File: config.mk
export PLATFORM = sky130hd
export DESIGN_NAME = sts_tx_ohscr
export DESIGN_NICKNAME = d
export VERILOG_FILES = /design/src/rtl/sts_tx_pkg.sv /design/src/rtl/sts_frame_tracker.sv /design/src/rtl/sts_scr_gen.sv /design/src/rtl/sts_oh_mux.sv /design/src/rtl/sts_tx_ohscr.sv
export SDC_FILE = /design/constraint.sdc
export NUM_CORES = 1
export LEC_CHECK = 0
export ABC_AREA = 1
export CAP_MARGIN = 20
export CORE_MARGIN = 2
export CORE_UTILIZATION = 45
export DETAILED_ROUTE_END_ITERATION = 8
export HOLD_SLACK_MARGIN = 0.05
export PLACE_DENSITY_LB_ADDON = 0.25
export SLEW_MARGIN = 20
export SYNTH_ARGS = -nofsm -noshare
export SYNTH_HDL_FRONTEND = slang
export SYNTH_SLANG_ARGS = --single-unit
File: constraint.sdc
create_clock -name clk -period 2.22 [get_ports clk]
set_input_delay 0.333 -clock clk [delete_from_list [all_inputs] [get_ports clk]]
set_output_delay 0.333 -clock clk [all_outputs]
set_load 0.03 [all_outputs]
File: src/rtl/sts_tx_pkg.sv
package sts_tx_pkg;

  localparam logic [7:0] A1_BYTE  = 8'hF6;
  localparam logic [7:0] A2_BYTE  = 8'h28;
  localparam logic [6:0] SCR_SEED = 7'h7F;

  // one serial step of the 1 + x^6 + x^7 generator; output bit is s[6]
  function automatic logic [6:0] scr_step(input logic [6:0] s);
    return {s[5:0], s[6] ^ s[5]};
  endfunction

  // 32 keystream bits starting from state s, first bit on [31]
  function automatic logic [31:0] scr_keyword(input logic [6:0] s);
    logic [6:0]  st;
    logic [31:0] k;
    st = s;
    k  = '0;
    for (int i = 0; i < 32; i++) begin
      k[31-i] = st[6];
      st      = scr_step(st);
    end
    return k;
  endfunction

  // state after 32 serial steps
  function automatic logic [6:0] scr_advance32(input logic [6:0] s);
    logic [6:0] st;
    st = s;
    for (int i = 0; i < 32; i++) st = scr_step(st);
    return st;
  endfunction

endpackage

File: src/rtl/sts_frame_tracker.sv
module sts_frame_tracker #(
  parameter int FRAME_WORDS = 9720,
  parameter int A1_WORDS    = 12,
  parameter int TOH_WORDS   = 36,
  localparam int POS_W      = $clog2(FRAME_WORDS)
) (
  input  logic             clk,
  input  logic             rst,
  input  logic             fp_i,
  output logic             locked_o,
  output logic [POS_W-1:0] pos_o,
  output logic             a1_o,
  output logic             a2_o,
  output logic             toh_o,
  output logic             scr_start_o,
  output logic             body_o
);

  localparam logic [POS_W-1:0] LAST    = POS_W'(FRAME_WORDS - 1);
  localparam logic [POS_W-1:0] A1_END  = POS_W'(A1_WORDS);
  localparam logic [POS_W-1:0] A2_END  = POS_W'(2 * A1_WORDS);
  localparam logic [POS_W-1:0] TOH_END = POS_W'(TOH_WORDS);

  logic             locked_q;
  logic [POS_W-1:0] pos_q;

  // a strobe always forces position 0 on its own word
  always_comb begin
    locked_o    = fp_i | locked_q;
    pos_o       = fp_i ? '0 : pos_q;
    a1_o        = locked_o && (pos_o < A1_END);
    a2_o        = locked_o && (pos_o >= A1_END) && (pos_o < A2_END);
    toh_o       = locked_o && (pos_o >= A2_END) && (pos_o < TOH_END);
    scr_start_o = locked_o && (pos_o == TOH_END);
    body_o      = locked_o && (pos_o >= TOH_END);
  end

  always_ff @(posedge clk) begin
    if (rst) begin
      locked_q <= 1'b0;
      pos_q    <= '0;
    end else if (locked_o) begin
      locked_q <= 1'b1;
      pos_q    <= (pos_o == LAST) ? '0 : pos_o + 1'b1;
    end
  end

  // the word after a strobe is position 1
  p_resync_next_r10: assert property (@(posedge clk) disable iff (rst)
    fp_i |=> (pos_q == POS_W'(1)));

  // once locked, lock is never lost
  p_lock_sticky_r3: assert property (@(posedge clk) disable iff (rst)
    locked_q |=> locked_q);

  // position stays within the frame
  p_pos_in_frame_r9: assert property (@(posedge clk) disable iff (rst)
    pos_q <= LAST);

endmodule

File: src/rtl/sts_scr_gen.sv
module sts_scr_gen
  import sts_tx_pkg::*;
(
  input  logic        clk,
  input  logic        rst,
  input  logic        restart_i,
  output logic [31:0] key_o
);

  logic [6:0] state_q;
  logic [6:0] seed;

  always_comb begin
    seed  = restart_i ? SCR_SEED : state_q;
    key_o = scr_keyword(seed);
  end

  always_ff @(posedge clk) begin
    if (rst) state_q <= SCR_SEED;
    else     state_q <= scr_advance32(seed);
  end

  // the generator never falls into the all-zero state
  p_state_live_r7: assert property (@(posedge clk) disable iff (rst)
    state_q != 7'd0);

endmodule

File: src/rtl/sts_oh_mux.sv
module sts_oh_mux
  import sts_tx_pkg::*;
#(
  parameter int LANES = 4
) (
  input  logic [8*LANES-1:0] word_i,
  input  logic               a1_i,
  input  logic               a2_i,
  input  logic               body_i,
  input  logic               ins_en_i,
  input  logic               scr_en_i,
  input  logic [8*LANES-1:0] key_i,
  output logic [8*LANES-1:0] word_o
);

  for (genvar g = 0; g < LANES; g++) begin : g_lane
    logic [7:0] in_b;
    logic [7:0] key_b;
    logic [7:0] out_b;
    assign in_b  = word_i[8*g +: 8];
    assign key_b = key_i[8*g +: 8];
    always_comb begin
      if (ins_en_i && a1_i)        out_b = A1_BYTE;
      else if (ins_en_i && a2_i)   out_b = A2_BYTE;
      else if (scr_en_i && body_i) out_b = in_b ^ key_b;
      else                         out_b = in_b;
    end
    assign word_o[8*g +: 8] = out_b;
  end

endmodule

File: src/rtl/sts_tx_ohscr.sv
module sts_tx_ohscr
  import sts_tx_pkg::*;
#(
  parameter int STS_N = 48
) (
  input  logic        clk,
  input  logic        rst,
  input  logic [31:0] tx_data_i,
  input  logic        tx_fp_i,
  input  logic        oh_ins_en_i,
  input  logic        scr_en_i,
  output logic [31:0] tx_data_o,
  output logic        tx_fp_o
);

  localparam int LANES       = 4;
  localparam int ROW_BYTES   = 90 * STS_N;
  localparam int FRAME_WORDS = 9 * ROW_BYTES / LANES;
  localparam int A1_WORDS    = STS_N / LANES;
  localparam int TOH_WORDS   = 3 * STS_N / LANES;
  localparam int POS_W       = $clog2(FRAME_WORDS);

  logic             trk_locked;
  logic [POS_W-1:0] trk_pos;
  logic             trk_a1, trk_a2, trk_toh, trk_scr_start, trk_body;
  logic [31:0]      key_word;
  logic [31:0]      mux_word;

  sts_frame_tracker #(
    .FRAME_WORDS(FRAME_WORDS),
    .A1_WORDS   (A1_WORDS),
    .TOH_WORDS  (TOH_WORDS)
  ) u_trk (
    .clk        (clk),
    .rst        (rst),
    .fp_i       (tx_fp_i),
    .locked_o   (trk_locked),
    .pos_o      (trk_pos),
    .a1_o       (trk_a1),
    .a2_o       (trk_a2),
    .toh_o      (trk_toh),
    .scr_start_o(trk_scr_start),
    .body_o     (trk_body)
  );

  sts_scr_gen u_scr (
    .clk      (clk),
    .rst      (rst),
    .restart_i(trk_scr_start),
    .key_o    (key_word)
  );

  sts_oh_mux #(.LANES(LANES)) u_mux (
    .word_i  (tx_data_i),
    .a1_i    (trk_a1),
    .a2_i    (trk_a2),
    .body_i  (trk_body),
    .ins_en_i(oh_ins_en_i),
    .scr_en_i(scr_en_i),
    .key_i   (key_word),
    .word_o  (mux_word)
  );

  always_ff @(posedge clk) begin
    if (rst) begin
      tx_data_o <= '0;
      tx_fp_o   <= 1'b0;
    end else begin
      tx_data_o <= mux_word;
      tx_fp_o   <= tx_fp_i;
    end
  end

  // strobe latency matches data latency
  p_fp_follow_r2: assert property (@(posedge clk) disable iff (rst)
    tx_fp_i |=> tx_fp_o);
  p_fp_quiet_r2: assert property (@(posedge clk) disable iff (rst)
    !tx_fp_i |=> !tx_fp_o);

  // nothing is altered before framing is known
  p_pass_unlocked_r3: assert property (@(posedge clk) disable iff (rst)
    !trk_locked |=> (tx_data_o == $past(tx_data_i)));

  // framing bytes forced
  p_a1_force_r4: assert property (@(posedge clk) disable iff (rst)
    (oh_ins_en_i && trk_a1) |=> (tx_data_o == {LANES{A1_BYTE}}));
  p_a2_force_r4: assert property (@(posedge clk) disable iff (rst)
    (oh_ins_en_i && trk_a2) |=> (tx_data_o == {LANES{A2_BYTE}}));

  // remaining row-one overhead untouched
  p_toh_pass_r6: assert property (@(posedge clk) disable iff (rst)
    trk_toh |=> (tx_data_o == $past(tx_data_i)));

  // scrambler off leaves the payload region untouched
  p_scr_off_r8: assert property (@(posedge clk) disable iff (rst)
    (trk_body && !scr_en_i) |=> (tx_data_o == $past(tx_data_i)));

endmodule

==> out/results.tsv <==
metric	value	unit
status	finished, violations left	
violations	negative setup slack	
critPathLaunch	u_trk.pos_q[1]	
overflow	0	
fin_area	5610	µm²
root_buffer	clkbuf_8	
grt_pass1_vias	3794	
crit_fanout	6	
fin_crit_sh	104	%
grt.total_usage	25.3	%
die_h	92.0	µm
drt-total-wl	11.6	mm
fmax	433	MHz
cpPeakStageDelay	0.33	ns
clk_path_buf_depth	2	
ys_warn_count	0	
cts_tree	done	
clock_skew	0.0109	ns
die_area	8470	µm²
syn-cell-area	3490	µm²
cts_sinks	55	
dominantRegCellSynth	dfxtp_1	
slew_headroom	74.9	%
drive_above_1_share	34.8	%
synth_edf_count	0	
synth_nets	540	
powerDensity	1250	nW/µm²
cts_made_buffers	5	
area_delta_synth_final	61.0	%
grt_pass1_wl	17.4	mm
fin_util	73.8	%
synth_seq_cells	55	
r2r_slack	-0.09	ns
rsz0062_at_grt	true	
synth_area_leader_cell	dfxtp_1	
drv_cap	0	
syn_area_per_cell	6.96	µm²
maxSlewViolCount	0	
grt_antenna_before_repair	0	
crit_path_end	u_scr.state_q[4]	
cpMaxStageDelayCell	dfxtp_2	
syn_inst	501	
instances_no_fill	775	
fin_hold_ws	0.480	ns
row_count	32	
via_count	4070	
finalPower	7030	µW
peakVddDrop	956	µV
drc	0	
io_buffers	69	
final_net_count	711	
dpl.hpwl	7.78	mm
post_drt_wl_per_cell	15.0	µm
critPathKind	register to register	
ios	70	
dp.cells	749	
dpl_cell_area	4950	µm²
required	2.44	ns
worst_pin_slew	0.377	ns
worstReg2RegStart	u_trk.pos_q[1]	
setup_viol	8	
synthTopCellsByArea	dfxtp_1 32%, nand2_1 11%, nand3_1 9.2%	
r2r_cells	19	
gp_congestion	0.939	
startpoint_type	register	
fin_crit	2.31	ns
ant_nets	0	
hold_path_class	register to register	
reg2reg_to	u_scr.state_q[4]	
synth_cell_types	49	
clk_pin_slew	0.10	ns
start_util	45.8	%
synth_most_common_cell	nand2_1	
whs_path_depth	2	
grt_max_degree	36	
end_kind	register	
fp.dieW	92.0	µm
yosys.area.top_type_share	31.6	%
avgViaCountPerCell	5.25	
drt_iter0_drc	257	
drt_first_pass_iters	5	
yosysSeqAreaShare	31.6	%
finalWorstSetupSlack	-0.0886	ns
cts_hold_buffers	0	
synth_commonest_cells	103 x nand2_1, 64 x nand3_1, 55 x dfxtp_1	
async_flop_share	0	%
antenna_cells	0	
cp.arrival	2.53	ns
worstSkewPairLatency	0.31	ns
leakage	0.00247	µW
cts_max_level	2	
finalHoldViolCount	0	
crit_chain	inv_2 -> nor2_2 -> inv_1 -> ha_2 -> nand2_2 -> nor2_4 -> nand2_8 -> nand2_8 -> inv_6 -> nand2_4 -> o21ai_4 -> buf_12 -> nand2_2 -> nand2_4 -> nand2_4 -> nand2_4 -> inv_4 -> o21ai_1 -> a21o_1	
core	7610	µm²
critPathMostFrequentCell	nand2_4	
## report_power, final
group          internal (µW)  switching [µW]  total [µW]
Combinational           2280            2850        5130
Sequential              1100            88.9        1190
Clock                    366             350         716
## logic make-up (layout without fill, tap and decap cells)
family | count (synthesis) | after routing | share of synthesized area (%)
simple gates | 260 | 261 | 38.0
compound gates | 94 | 94 | 16.5
buf+inv | 78 | 249 | 9.36
flops | 55 | 55 | 31.6
xor+xnor | 12 | 12 | 3.88
fa+ha+maj | 2 | 2 | 0.718
## critical path, delay by kind of cell, from the launching register on
kind / cells / cell delay, ns
simple gates: 10 / 0.98
flops: 1 / 0.33
fa+ha+maj: 1 / 0.17
compound gates: 3 / 0.34
buf+inv: 5 / 0.40
## stage by stage
stage	setup WS, ns	setup TNS, ns
finish	-0.0886	-0.270
global route	-0.174	-2.85
CTS	0.00220	0
detailed placement	-0.737	-24.88
global placement	-0.645	-21.45
floorplan	0.00862	0
## layout by cell type, fill, tap and decap left out, types with 7 or more instances in the layout
cell,instances
o21bai_1,13
nor2_4,7
nand2_4,24
nand3_1,63
buf_4,103
nand2_2,29
nand3b_1,10
inv_2,7
o21ai_0,10
nand2_1,71
clkdlybuf4s50_1,68
o21ai_1,9
inv_1,47
a21oi_1,41
nor2_1,28
dfxtp_1,53
## per-layer routing
layer | track usage (%) | up-vias | routed length [µm]
met4 | 7.59 | 0 | 283
met3 | 3.78 | 27 | 703
li1 | - | 1990 | -
met2 | 43.4 | 168 | 5830
met5 | 0 | - | 0
met1 | 32.9 | 1885 | 4780
## layout make-up
class	instances	area, µm²
Inverter	60	240
Clock inverter	2	35.0
Timing Repair Buffer	181	1590
Multi-Input combinational cell	369	2430
Clock buffer	6	82.6
Fill cell	540	1990
Tap cell	102	128
Sequential cell	55	1100
## sequential cells by signal, indices dropped and copies added, names as in the netlist
signal and cells:
tx_fp_o 1, u_trk.locked_q 1, u_trk.pos_q 14, tx_data_o 32, u_scr.state_q 7
## timing repair
item                       in CTS  in global routing
pin swaps                      12                 31
cloned                          1                  0
setup endpoints to repair      39                 22
setup buffers                   9                  8
resized for setup              35                 70
## how the worst min path moves through the flow
stage / end / slack [ns] / startpoint
2_1_floorplan: u_trk.pos_q[6] / 0.44 / u_trk.pos_q[6]
3_3_place_gp: u_trk.pos_q[1] / 0.45 / u_trk.pos_q[1]
3_5_place_dp: u_trk.pos_q[1] / 0.46 / u_trk.pos_q[1]
4_1_cts: u_trk.pos_q[6] / 0.48 / u_trk.pos_q[6]
5_1_grt: u_trk.pos_q[1] / 0.50 / u_trk.pos_q[1]
6_report: u_trk.pos_q[6] / 0.48 / u_trk.pos_q[6]
Note: power is estimated with default switching activity, not from simulation.
